**config.mk**
```make
export PLATFORM = sky130hd
export DESIGN_NAME = diffeq_solver
export DESIGN_NICKNAME = d
export VERILOG_FILES = /design/src/rtl/diffeq_pkg.sv /design/src/rtl/dq_mul.sv /design/src/rtl/dq_addsub.sv /design/src/rtl/dq_ctrl.sv /design/src/rtl/dq_datapath.sv /design/src/rtl/diffeq_solver.sv
export SDC_FILE = /design/constraint.sdc
export NUM_CORES = 1
export LEC_CHECK = 0
export ABC_AREA = 0
export ABC_CLOCK_PERIOD_IN_PS = 2950
export BUFFER_PORTS_ARGS = -buffer_cell sky130_fd_sc_hd__buf_4
export CORE_MARGIN = 2
export CORE_UTILIZATION = 41
export CTS_BUF_LIST = sky130_fd_sc_hd__clkbuf_4 sky130_fd_sc_hd__clkbuf_8
export DETAILED_ROUTE_END_ITERATION = 8
export PLACE_DENSITY_LB_ADDON = 0.25
export SETUP_SLACK_MARGIN = 0.15
export SLEW_MARGIN = 40
export SYNTH_ARGS = -nofsm -noshare
export SYNTH_HDL_FRONTEND = slang
export SYNTH_SLANG_ARGS = --single-unit
```
**constraint.sdc**
```tcl
create_clock -name clk -period 2.95 [get_ports clk]
set_clock_uncertainty 0.2 [all_clocks]
set_input_delay 0.295 -clock clk [delete_from_list [all_inputs] [get_ports clk]]
set_output_delay 0.295 -clock clk [all_outputs]
set_load 0.05 [all_outputs]
```
**src/rtl/diffeq_pkg.sv**
```systemverilog
package diffeq_pkg;

  typedef enum logic [3:0] {
    ST_IDLE,
    ST_CMP,
    ST_DECIDE,
    ST_P_UD,
    ST_P_XUD,
    ST_P_3XUD,
    ST_P_YD,
    ST_P_3YD,
    ST_U_FIX,
    ST_COMMIT,
    ST_FIN
  } st_e;

  typedef enum logic [2:0] { MA_U, MA_X, MA_Y, MA_TA, MA_TB } mula_e;
  typedef enum logic [1:0] { MB_DX, MB_TA, MB_K3 } mulb_e;
  typedef enum logic [1:0] { AA_X, AA_Y, AA_U, AA_U1 } adda_e;
  typedef enum logic [1:0] { AB_DX, AB_TA, AB_TB } addb_e;

  typedef struct packed {
    logic  load;
    logic  cmp;
    logic  commit;
    mula_e mul_a;
    mulb_e mul_b;
    logic  ta_en;
    logic  tb_en;
    adda_e add_a;
    addb_e add_b;
    logic  sub;
    logic  x1_en;
    logic  y1_en;
    logic  u1_en;
  } ctl_t;

endpackage

```
**src/rtl/dq_mul.sv**
```systemverilog
module dq_mul #(
  parameter int W = 8
) (
  input  logic [W-1:0] op_a,
  input  logic [W-1:0] op_b,
  output logic [W-1:0] prod
);
  // low half of the product only; wraps modulo 2**W
  assign prod = W'(op_a * op_b);
endmodule

```
**src/rtl/dq_addsub.sv**
```systemverilog
module dq_addsub #(
  parameter int W = 8
) (
  input  logic [W-1:0] op_a,
  input  logic [W-1:0] op_b,
  input  logic         sub,
  output logic [W-1:0] res
);
  always_comb begin
    if (sub) res = op_a - op_b;
    else     res = op_a + op_b;
  end
endmodule

```
**src/rtl/dq_ctrl.sv**
```systemverilog
module dq_ctrl
  import diffeq_pkg::*;
(
  input  logic clk,
  input  logic rst_n,
  input  logic start,
  input  logic cond,
  output ctl_t ctl,
  output st_e  state,
  output logic done
);
  st_e st_q, st_d;

  always_comb begin
    st_d = st_q;
    unique case (st_q)
      ST_IDLE:   if (start) st_d = ST_CMP;
      ST_CMP:    st_d = ST_DECIDE;
      ST_DECIDE: st_d = cond ? ST_P_UD : ST_FIN;
      ST_P_UD:   st_d = ST_P_XUD;
      ST_P_XUD:  st_d = ST_P_3XUD;
      ST_P_3XUD: st_d = ST_P_YD;
      ST_P_YD:   st_d = ST_P_3YD;
      ST_P_3YD:  st_d = ST_U_FIX;
      ST_U_FIX:  st_d = ST_COMMIT;
      ST_COMMIT: st_d = ST_CMP;
      ST_FIN:    st_d = ST_IDLE;
      default:   st_d = ST_IDLE;
    endcase
  end

  always_ff @(posedge clk or negedge rst_n) begin
    if (!rst_n) st_q <= ST_IDLE;
    else        st_q <= st_d;
  end

  // per-state control word for the shared units
  always_comb begin
    ctl = '0;
    ctl.mul_a = MA_U;
    ctl.mul_b = MB_DX;
    ctl.add_a = AA_X;
    ctl.add_b = AB_DX;
    unique case (st_q)
      ST_IDLE:   ctl.load = start;
      ST_CMP:    ctl.cmp  = 1'b1;
      ST_P_UD: begin                       // ta = u*dx
        ctl.mul_a = MA_U;  ctl.mul_b = MB_DX; ctl.ta_en = 1'b1;
      end
      ST_P_XUD: begin                      // tb = x*ta ; y1 = y + ta
        ctl.mul_a = MA_X;  ctl.mul_b = MB_TA; ctl.tb_en = 1'b1;
        ctl.add_a = AA_Y;  ctl.add_b = AB_TA; ctl.y1_en = 1'b1;
      end
      ST_P_3XUD: begin                     // tb = 3*tb ; x1 = x + dx
        ctl.mul_a = MA_TB; ctl.mul_b = MB_K3; ctl.tb_en = 1'b1;
        ctl.add_a = AA_X;  ctl.add_b = AB_DX; ctl.x1_en = 1'b1;
      end
      ST_P_YD: begin                       // ta = y*dx ; u1 = u - tb
        ctl.mul_a = MA_Y;  ctl.mul_b = MB_DX; ctl.ta_en = 1'b1;
        ctl.add_a = AA_U;  ctl.add_b = AB_TB; ctl.sub = 1'b1; ctl.u1_en = 1'b1;
      end
      ST_P_3YD: begin                      // ta = 3*ta
        ctl.mul_a = MA_TA; ctl.mul_b = MB_K3; ctl.ta_en = 1'b1;
      end
      ST_U_FIX: begin                      // u1 = u1 - ta
        ctl.add_a = AA_U1; ctl.add_b = AB_TA; ctl.sub = 1'b1; ctl.u1_en = 1'b1;
      end
      ST_COMMIT: ctl.commit = 1'b1;
      default: ;
    endcase
  end

  assign state = st_q;
  assign done  = (st_q == ST_FIN);
endmodule

```
**src/rtl/dq_datapath.sv**
```systemverilog
module dq_datapath
  import diffeq_pkg::*;
#(
  parameter int W = 8
) (
  input  logic         clk,
  input  logic         rst_n,
  input  ctl_t         ctl,
  input  logic [W-1:0] a_in,
  input  logic [W-1:0] dx_in,
  input  logic [W-1:0] x_in,
  input  logic [W-1:0] y_in,
  input  logic [W-1:0] u_in,
  output logic [W-1:0] x_o,
  output logic [W-1:0] y_o,
  output logic [W-1:0] u_o,
  output logic [W-1:0] a_o,
  output logic [W-1:0] dx_o,
  output logic         cond_o
);
  localparam logic [W-1:0] K3 = W'(3);

  logic [W-1:0] a_q, dx_q, x_q, y_q, u_q;
  logic [W-1:0] x1_q, y1_q, u1_q, ta_q, tb_q;
  logic         cond_q;
  logic [W-1:0] m_a, m_b, m_p, s_a, s_b, s_r;

  always_comb begin
    unique case (ctl.mul_a)
      MA_U:    m_a = u_q;
      MA_X:    m_a = x_q;
      MA_Y:    m_a = y_q;
      MA_TA:   m_a = ta_q;
      MA_TB:   m_a = tb_q;
      default: m_a = '0;
    endcase
    unique case (ctl.mul_b)
      MB_DX:   m_b = dx_q;
      MB_TA:   m_b = ta_q;
      MB_K3:   m_b = K3;
      default: m_b = '0;
    endcase
    unique case (ctl.add_a)
      AA_X:    s_a = x_q;
      AA_Y:    s_a = y_q;
      AA_U:    s_a = u_q;
      AA_U1:   s_a = u1_q;
      default: s_a = '0;
    endcase
    unique case (ctl.add_b)
      AB_DX:   s_b = dx_q;
      AB_TA:   s_b = ta_q;
      AB_TB:   s_b = tb_q;
      default: s_b = '0;
    endcase
  end

  dq_mul #(.W(W)) u_mul (.op_a(m_a), .op_b(m_b), .prod(m_p));
  dq_addsub #(.W(W)) u_alu (.op_a(s_a), .op_b(s_b), .sub(ctl.sub), .res(s_r));

  // run parameters, captured at load
  always_ff @(posedge clk or negedge rst_n) begin
    if (!rst_n) begin
      a_q  <= '0;
      dx_q <= '0;
    end else if (ctl.load) begin
      a_q  <= a_in;
      dx_q <= dx_in;
    end
  end

  // architectural state: loaded at start, updated together at commit
  always_ff @(posedge clk or negedge rst_n) begin
    if (!rst_n) begin
      x_q <= '0;
      y_q <= '0;
      u_q <= '0;
    end else if (ctl.load) begin
      x_q <= x_in;
      y_q <= y_in;
      u_q <= u_in;
    end else if (ctl.commit) begin
      x_q <= x1_q;
      y_q <= y1_q;
      u_q <= u1_q;
    end
  end

  always_ff @(posedge clk or negedge rst_n) begin
    if (!rst_n) begin
      ta_q <= '0;
      tb_q <= '0;
    end else begin
      if (ctl.ta_en) ta_q <= m_p;
      if (ctl.tb_en) tb_q <= m_p;
    end
  end

  always_ff @(posedge clk or negedge rst_n) begin
    if (!rst_n) begin
      x1_q <= '0;
      y1_q <= '0;
      u1_q <= '0;
    end else begin
      if (ctl.x1_en) x1_q <= s_r;
      if (ctl.y1_en) y1_q <= s_r;
      if (ctl.u1_en) u1_q <= s_r;
    end
  end

  // registered loop condition (unsigned compare)
  always_ff @(posedge clk or negedge rst_n) begin
    if (!rst_n)       cond_q <= 1'b0;
    else if (ctl.cmp) cond_q <= (x_q < a_q);
  end

  assign x_o    = x_q;
  assign y_o    = y_q;
  assign u_o    = u_q;
  assign a_o    = a_q;
  assign dx_o   = dx_q;
  assign cond_o = cond_q;
endmodule

```
**src/rtl/diffeq_solver.sv**
```systemverilog
module diffeq_solver
  import diffeq_pkg::*;
#(
  parameter int W = 8
) (
  input  logic         clk,
  input  logic         rst_n,
  input  logic         start,
  input  logic [W-1:0] a_lim,
  input  logic [W-1:0] step,
  input  logic [W-1:0] x_init,
  input  logic [W-1:0] y_init,
  input  logic [W-1:0] u_init,
  output logic [W-1:0] x_out,
  output logic [W-1:0] y_out,
  output logic [W-1:0] u_out,
  output logic         done
);
  logic         rst_meta, rst_sync_n;
  ctl_t         ctl;
  st_e          state;
  logic         cond;
  logic [W-1:0] a_hold, step_hold;

  // asynchronous assert, synchronous release
  always_ff @(posedge clk or negedge rst_n) begin
    if (!rst_n) begin
      rst_meta   <= 1'b0;
      rst_sync_n <= 1'b0;
    end else begin
      rst_meta   <= 1'b1;
      rst_sync_n <= rst_meta;
    end
  end

  dq_ctrl u_ctrl (
    .clk(clk), .rst_n(rst_sync_n), .start(start), .cond(cond),
    .ctl(ctl), .state(state), .done(done)
  );

  dq_datapath #(.W(W)) u_dp (
    .clk(clk), .rst_n(rst_sync_n), .ctl(ctl),
    .a_in(a_lim), .dx_in(step), .x_in(x_init), .y_in(y_init), .u_in(u_init),
    .x_o(x_out), .y_o(y_out), .u_o(u_out),
    .a_o(a_hold), .dx_o(step_hold), .cond_o(cond)
  );
endmodule

```
* Word-level counts from Yosys, hierarchy flattened *
Index checks and enable logic that the tools add are counted.

word-level totals
  word-level logic and storage cells = 73
  flip-flop bits (word level) = 87
  output and inout bits = 25

cells by class
  reductions and logical operators = 9
  order comparisons = 1
  add/sub/neg operators = 2
  $mul = 1
  mux-type cells = 24
  equal/unequal tests = 22

operators by type and width
  cell                                                                    count
  8-bit two-way mux                                                       7
  8-bit one-hot mux with 3 select lines                                   2
  4-bit one-hot mux with 10 select lines                                  1
  8-bit one-hot mux with 5 select lines                                   1
  8-bit one-hot mux with 4 select lines                                   1
  5-bit one-hot mux with 4 select lines                                   1
  4-bit by 3-bit equality test with 1-bit output (second input constant)  4
  4-bit equality test (second input constant)                             3
  4-bit one-hot mux with 3 select lines                                   1
  8-bit adder                                                             1
  2-bit equality test (second input constant)                             4
  4-bit by 2-bit equality test with 1-bit output (second input constant)  2
  8-bit < comparator                                                      1
  8-bit by 8-bit multiplier with 8-bit output                             1
  1-bit two-way mux                                                       8
  4-bit two-way mux                                                       2
  8-bit subtractor                                                        1
  2-bit by 1-bit equality test with 1-bit output (second input constant)  3
  3-bit by 2-bit equality test with 1-bit output (second input constant)  2
  2-bit zero test                                                         3
  4-bit by 1-bit equality test with 1-bit output (second input constant)  1
  4-bit zero test                                                         1
  2-bit OR reduction                                                      2
  3-bit by 1-bit equality test with 1-bit output (second input constant)  1
  5 further kinds                                                         5

* Longest topological paths before layout *
Gate-level depths: netlist of the first run.

  word-level depth = 6
  mapped depth = 20
  depth with buffers taken out = 18

* Cells and area by module *
Synthesis of the first run repeated with hierarchy kept, for this count alone.

second synthesis, totals
  cells, all modules = 577
  area total of the unflattened synthesis = 6,012.0 µm²

by module, submodules not included
  module         instances  sequential area each (µm²)  area each (µm²)  cells each
  dq_datapath    1          2,026.9                     4,190.3          362
  dq_mul         1          0.0                         889.6            101
  dq_addsub      1          0.0                         466.7            61
  dq_ctrl        1          100.1                       411.6            50
  diffeq_solver  1          50.0                        53.8             3

* Least setup slack after synthesis of the first run *
No wires, ideal clock.

  path kind = flip-flop to flip-flop
  from = register u_ctrl.st_q[1], in the netlist u_ctrl.state[1]
  to = register u_dp.tb_q[7]
  clock period less this slack = 4,955 ps
  buffers on the path = 3
  arrival time = 4,677 ps
  path slack = -2,005 ps
  cell stages (with the launch flop) = 20
  path through = dfrtp_1 -> buf_6 -> buf_6 -> buf_6 -> mux4_2 -> mux2i_1 -> or2_2 -> fa_1 -> inv_1 -> ha_1 -> inv_1 -> fa_1 -> fa_1 -> inv_1 -> ha_1 -> a21oi_1 -> xnor2_1 -> xnor2_1 -> xnor3_1 -> a21oi_1

between the ends
  longest elaborated chain between the ends = 5
  elaborated cells on any way between the ends = 18
  classes of those cells = 1 x mul; 10 x eq/ne; 4 x mux; 3 x reduce/logical

RTL lines
  item                                                                                                   line                                  RTL
  start, declared                                                                                        dq_ctrl.sv:12                         st_e st_q, st_d;
  start signal, assigned                                                                                 dq_ctrl.sv:34                         else st_q <= st_d;
  4-bit by 3-bit equality test with 1-bit output                                                         dq_ctrl.sv:44                         unique case (st_q)
  5-bit one-hot mux with 4 select lines                                                                  dq_ctrl.sv:44
  3-bit equality test (tied with other cells)                                                            dq_datapath.sv:29                     unique case (ctl.mul_a)
  8-bit one-hot mux with 5 select lines / 8-bit one-hot mux with 3 select lines (equally long branches)  dq_datapath.sv:29, dq_datapath.sv:37
  8-bit by 8-bit multiplier with 8-bit output                                                            dq_mul.sv:9                           assign prod = W'(op_a * op_b);
  end signal, assigned                                                                                   dq_datapath.sv:95                     if (ctl.tb_en) tb_q <= m_p;
  end, declared                                                                                          dq_datapath.sv:24                     logic [W-1:0] x1_q, y1_q, u1_q, ta_q, tb_q;

Several ways; a longest one is shown, not always the timed one.
A chain may end at the register's enable or synchronous reset.

* Worst setup path after layout of the first run *
  from = register u_ctrl.st_q[1], in the netlist u_ctrl.state[1]
  to = register u_dp.ta_q[7]

between the ends
  longest elaborated chain between the ends = 5
  elaborated cells on any way between the ends = 19
  classes of those cells = 1 x mul; 11 x eq/ne; 4 x mux; 3 x reduce/logical

RTL lines
  item                                                                                                   line                                  RTL
  4-bit by 3-bit equality test with 1-bit output                                                         dq_ctrl.sv:44
  5-bit one-hot mux with 4 select lines                                                                  dq_ctrl.sv:44
  3-bit equality test (tied with other cells)                                                            dq_datapath.sv:29
  8-bit one-hot mux with 5 select lines / 8-bit one-hot mux with 3 select lines (equally long branches)  dq_datapath.sv:29, dq_datapath.sv:37
  8-bit by 8-bit multiplier with 8-bit output                                                            dq_mul.sv:9
  end signal, assigned                                                                                   dq_datapath.sv:94                     if (ctl.ta_en) ta_q <= m_p;
  end, declared                                                                                          dq_datapath.sv:24

Several ways; a longest one is shown, not always the timed one.

==> out/results.ini, run 1 <==
[drt]
first_pass_iters = 7
wirelength_mm = 19.3
drt_iter0_drc = 421
ant_nets = 0
drc = 0
vias_per_cell = 5.32
vias = 5582
wire_per_inst_um = 18.4

[floorplanning]
core_area_um2 = 13800
rows = 43
die_area_um2 = 14900
die_height_um = 122
start_util_pct = 41.5
die_x_um = 122
ios = 68

[setup_path]
r2r_end = u_dp.ta_q[7]$_DFFE_PN0P_
required_ps = 3060
crit_slowest_cell = fa_2
r2r_start = u_ctrl.state[1]$_DFFE_PN0P_
worstPathCellList = buf_12 > buf_8 > mux2i_2 > o2bb2ai_2 > a221oi_4 > buf_4 > nor2_1 > fa_2 > inv_2 > fa_1 > fa_1 > fa_2 > inv_2 > ha_4 > a21oi_4 > xnor2_2 > xnor2_1 > xnor3_2 > a21oi_2
critical_path.endpoint = u_dp.ta_q[7]$_DFFE_PN0P_
cp_max_fo = 7
max_stage_delay_ps = 550
rr_worst_depth = 19
worstSetupStartpoint = u_ctrl.state[1]$_DFFE_PN0P_
cp.arrival_ps = 4910
critPathLaunchType = register
ff2ff_setup_slack_ps = -1850
criticalPathCategory = reg2reg
end_kind = register

[cells_and_area]
final_common_cell = buf_4
fin_util_pct = 64.2
num_antenna_cells = 0
fill_cells = 1141
final_cell_mix = 218 x buf_4, 98 x nand2_1, 81 x dfrtp_1, 45 x nor2_1, 40 x dlygate4sd3_1
drive_above_1_share_pct = 44.3
areaGrowthSynthToFinish_pct = 54.4
final_nets = 951

[timing]
drv_slew = 0
whs_ps = 18.0
min_period_ps = 4800
max_slew_margin_pct = 45.5
finalSetupTns_ps = -25340
finalSetupViolCount = 32
period_share_pct = 163
tightestPinTransition_ps = 814
finalHoldViolations = 0
setup_ws_ps = -1850
fmax_ghz = 0.208
rsz0062_at_grt = true

[outcome]
violations = negative setup slack
outcome = finished, violations left

[yosys]
avgSynthCellArea_um2 = 9.49
synth_area_um2 = 5720
synth.largest_area_cell = dfrtp_1
synth_fp_nets = 690
synth_edf_count = 0
ys_ff_latch = 87
ys_seq_area_share_pct = 38.0
post_synth_num_cell_types = 57
ys_top_cells_by_area = dfrtp_1 38%, ha_1 6.8%, nand2_1 6.7%
synth.top_cell.area_share_pct = 38.0
synth_ff_type = dfrtp_1
yosys_warnings = 0
async_reset_ff_share_pct = 100
synth_cells = 603

[job]
max_cap_violations = 0

[global_route]
first_global_vias = 5726
grt_usage_pct = 26.4
grt_overflow = 0
antenna_found_initial = 0
grt_pass1_wl_mm = 29.9
grt_max_degree = 46

[hold_path]
hold_class = in2async

[place]
pre_cts_ws_ps = -1920
portBuffers = 67
routabilityCongestion = 0.944
dp.final_hpwl_mm = 13.9

[cts]
cts.htree.levels = 3
clockBufferDepth = 2
cts_made_buffers = 9
cts_sinks = 87
tritoncts = yes
cts_root_buffer = clkbuf_8
cts.clk_slew.worst_paths_ps = 90
clock_latency_ps = 390

[per-layer routing]
metal	wire, um	track usage, %	up-vias	part of all wire (%)
met5	0	0	-	0
met2	9320	42.9	200	48
met3	1190	4.78	42	6.1
met1	8300	35.6	2724	43
li1	-	-	2616	-
met4	528	9.34	0	2.7
[per-stage QoR]
step | std cells | instance area, um2
final | 1049 | 8840
after global routing | 1049 | 8840
after CTS | 1037 | 8610
after detailed placement | 953 | 7420
after global placement | 953 | 7420
after floorplan | 603 | 5820
[logic make-up (layout without fill, tap and decap cells)]
family          Yosys count  after routing  synth area share [%]
compound gates          145            145                  17.9
xor+xnor                 26             26                  4.22
fa+ha+maj                44             44                  11.3
buf+inv                  70            336                  5.25
flops                    87             87                  38.0
mux                      39             39                  8.48
other cells               1              1                0.0655
simple gates            191            191                  14.7
[critical path, delay by kind of cell (launching register included)]
family | cells | cell delay, ps
mux | 1 | 190
buf+inv | 5 | 570
xor+xnor | 3 | 560
simple gates | 1 | 50
fa+ha+maj | 5 | 2030
flops | 1 | 410
compound gates | 4 | 730
[what timing repair did]
item                       in CTS  in global routing
setup endpoints to repair      33                 33
pin swaps                      45                 37
hold buffers                   40                  0
hold endpoints to repair       41                  0
resized for setup              91                 36
buffers inserted               28                 12
[synth_stat cells (3+ instances only)]
library cell	number
nand2_1	102
dfrtp_1	87
nor2_1	52
inv_1	42
o21ai_0	38
ha_1	31
a22oi_1	27
xnor2_1	19
a21oi_1	18
mux2_2	18
clkbuf_1	16
fa_1	13
mux2i_1	12
a21o_1	10
a22o_1	9
or2_2	8
nand2b_1	7
nor3_1	7
a221o_1	6
buf_2	6
xor2_1	6
a32oi_1	5
o2bb2ai_1	5
mux4_2	4
a221oi_1	3
a221oi_2	3
a31oi_1	3
buf_6	3
mux2_4	3
o31ai_1	3
[worst min path at each step]
stage / end / slack [ps] / cells after the start
2_1_floorplan: rst_meta$_DFF_PN0_ / -200 / 0
3_3_place_gp: rst_meta$_DFF_PN0_ / -120 / 1
3_5_place_dp: rst_meta$_DFF_PN0_ / -120 / 1
4_1_cts: rst_sync_n$_DFF_PN0_ / 8 / 2
5_1_grt: rst_sync_n$_DFF_PN0_ / 20 / 2
6_report: rst_sync_n$_DFF_PN0_ / 20 / 2
[final cells by class]
cell class,count,area [um2],area share (%)
multi-input cells,446,3780,42.8
inverters,43,161,1.83
well taps,180,225,2.55
flip-flops and latches,87,2190,24.8
clock inverters,7,71.3,0.807
repair buffers,277,2280,25.9
clock buffers,9,124,1.40
Power of run 1 is not shown: default switching activity piles up to over one toggle a cycle in this logic, so the estimate is an artifact.
==> run 2, diff against run 1 <==
--- a/config.mk
+++ b/config.mk
@@ -12,6 +12,7 @@
 export CORE_UTILIZATION = 41
 export CTS_BUF_LIST = sky130_fd_sc_hd__clkbuf_4 sky130_fd_sc_hd__clkbuf_8
 export DETAILED_ROUTE_END_ITERATION = 8
+export GPL_TIMING_DRIVEN = 0
 export PLACE_DENSITY_LB_ADDON = 0.25
 export SETUP_SLACK_MARGIN = 0.15
 export SLEW_MARGIN = 40
==> out/results.ini, run 2 (synthesized netlist as in run 1, its figures left out) <==
[outcome]
outcome = finished, violations left  ; unchanged
violations = negative setup slack  ; unchanged

[setup_path]
rr_worst_depth = 19  ; unchanged
required_ps = 3080  ; was 3060 ps
cp_max_fo = 7  ; unchanged
r2r_end = u_dp.ta_q[7]$_DFFE_PN0P_  ; unchanged
r2r_start = u_ctrl.state[1]$_DFFE_PN0P_  ; unchanged
worstSetupStartpoint = u_ctrl.state[1]$_DFFE_PN0P_  ; unchanged
criticalPathCategory = reg2reg  ; unchanged
ff2ff_setup_slack_ps = -1860  ; was -1850 ps
critPathLaunchType = register  ; unchanged
cp.arrival_ps = 4930  ; was 4910 ps
end_kind = register  ; unchanged
critical_path.endpoint = u_dp.ta_q[7]$_DFFE_PN0P_  ; unchanged

[global_route]
grt_overflow = 0  ; unchanged
busiest_layer = met2  ; unchanged
antenna_found_initial = 0  ; unchanged
first_global_vias = 5378  ; was 5726
use_met2_pct = 40.3  ; was 42.9%
grt_max_degree = 41  ; was 46
grt_usage_pct = 25.4  ; was 26.4%
met1_usage_pct = 33.7  ; was 35.6%
met3_usage_pct = 5.66  ; was 4.78%
grt_pass1_wl_mm = 28.7  ; was 29.9 mm

[timing]
period_share_pct = 163  ; about the same
finalHoldViolations = 0  ; unchanged
setup_ws_ps = -1860  ; was -1850 ps
tightestPinTransition_ps = 627  ; was 814 ps
min_period_ps = 4810  ; was 4800 ps
fmax_ghz = 0.208  ; about the same
drv_slew = 0  ; unchanged
max_slew_margin_pct = 58.2  ; was 45.5%
rsz0062_at_grt = true  ; unchanged
finalSetupViolCount = 32  ; unchanged

[drt]
drc = 0  ; unchanged
drt_iter0_drc = 480  ; was 421
wire_per_inst_um = 19.4  ; was 18.4 um
first_pass_iters = 5  ; was 7
ant_nets = 0  ; unchanged
vias = 5414  ; was 5582
vias_per_cell = 5.63  ; was 5.32
wirelength_mm = 18.7  ; was 19.3 mm

[cts]
cts_made_buffers = 9  ; unchanged
cts.clk_slew.worst_paths_ps = 110  ; was 90 ps
clockBufferDepth = 2  ; unchanged
cts.htree.levels = 3  ; unchanged
clock_latency_ps = 400  ; was 390 ps
cts_sinks = 87  ; unchanged
tritoncts = yes  ; unchanged
cts_root_buffer = clkbuf_8  ; unchanged

[cells_and_area]
drive_above_1_share_pct = 36.8  ; was 44.3%
finalNonFillerCells = 962  ; was 1049
final_cell_mix = 105 x buf_4, 98 x nand2_1, 80 x dfrtp_1, 44 x nor2_1, 42 x dlygate4sd3_1  ; was 218 x buf_4, 98 x nand2_1, 81 x dfrtp_1, 45 x nor2_1, 40 x dlygate4sd3_1
final_nets = 864  ; was 951
areaGrowthSynthToFinish_pct = 44.5  ; was 54.4%
fin_util_pct = 60.0  ; was 64.2%
num_antenna_cells = 0  ; unchanged
final_common_cell = buf_4  ; unchanged

[place]
placed_cells = 852  ; was 953
routabilityCongestion = 0.905  ; was 0.944
dp.final_hpwl_mm = 12.9  ; was 13.9 mm
portBuffers = 67  ; unchanged
pre_cts_ws_ps = -2090  ; was -1920 ps

[floorplanning]
die_height_um = 122  ; unchanged
rows = 43  ; unchanged
ios = 68  ; unchanged
die_x_um = 122  ; unchanged
core_area_um2 = 13800  ; unchanged
die_area_um2 = 14900  ; unchanged
start_util_pct = 41.5  ; unchanged

[hold_path]
hold_class = reg2async  ; was in2async

[job]
max_cap_violations = 0  ; unchanged

## run 2: stage by stage
stage                     TNS, ps  hold slack, ps  area [um2]
after floorplan            -14880            -201        5820
after global placement     -29140            -123        6550
after detailed placement   -30140            -120        6590
after CTS                  -27690            34.1        7940
after global routing       -34930            50.2        8270
final                      -30510            28.8        8270
## run 2: how the worst min path moves through the flow
stage / start / endpoint / slack, ps / depth (start not counted)
finish: rst_sync_n$_DFF_PN0_ / u_dp.y_o[3]$_DFFE_PN0P_ / 30 / 0
global route: rst_sync_n$_DFF_PN0_ / u_dp.y_o[3]$_DFFE_PN0P_ / 50 / 0
CTS: rst_sync_n$_DFF_PN0_ / u_dp.y_o[3]$_DFFE_PN0P_ / 30 / 0
detailed placement: rst_n / rst_meta$_DFF_PN0_ / -120 / 1
global placement: rst_n / rst_meta$_DFF_PN0_ / -120 / 1
floorplan: rst_n / rst_meta$_DFF_PN0_ / -200 / 0
## run 2: routing by layer
| metal | routed length (um) | up-vias |
|---|---|---|
| li1 | - | 2454 |
| met1 | 7890 | 2715 |
| met2 | 8940 | 202 |
| met3 | 1210 | 43 |
| met4 | 615 | 0 |
| met5 | 0 | - |
## run 2: worst max-delay path, stage by stage (launching register included)
cell	delay (ps)
dfrtp_1	370
buf_6	150
buf_12	150
mux4_2	520
mux2i_4	280
or2_4	180
fa_2	180
inv_2	40
fa_1	460
ha_1	300
inv_2	40
fa_1	490
inv_2	50
ha_4	230
a21o_1	190
a21oi_4	170
xnor2_2	130
xnor2_1	140
xnor3_2	310
a21oi_2	150
## run 2: layout make-up
| cell class | instances | area [um2] |
|---|---|---|
| plain buffers | 27 | 190 |
| clock buffers | 9 | 124 |
| clock inverters | 7 | 86.3 |
| fillers | 1136 | 5510 |
| inverters | 43 | 165 |
| multi-input cells | 446 | 3850 |
| flip-flops and latches | 87 | 2190 |
| well taps | 180 | 225 |
| repair buffers | 163 | 1440 |
## run 2: repair_timing
item,CTS,global route
hold endpoints to repair,42,0
pin swaps,51,27
gates cloned,0,0
hold buffers,42,0
gates resized for setup,103,47
buffers inserted,33,19
setup endpoints to repair,53,61
Power of run 2 is left out for the same reason.
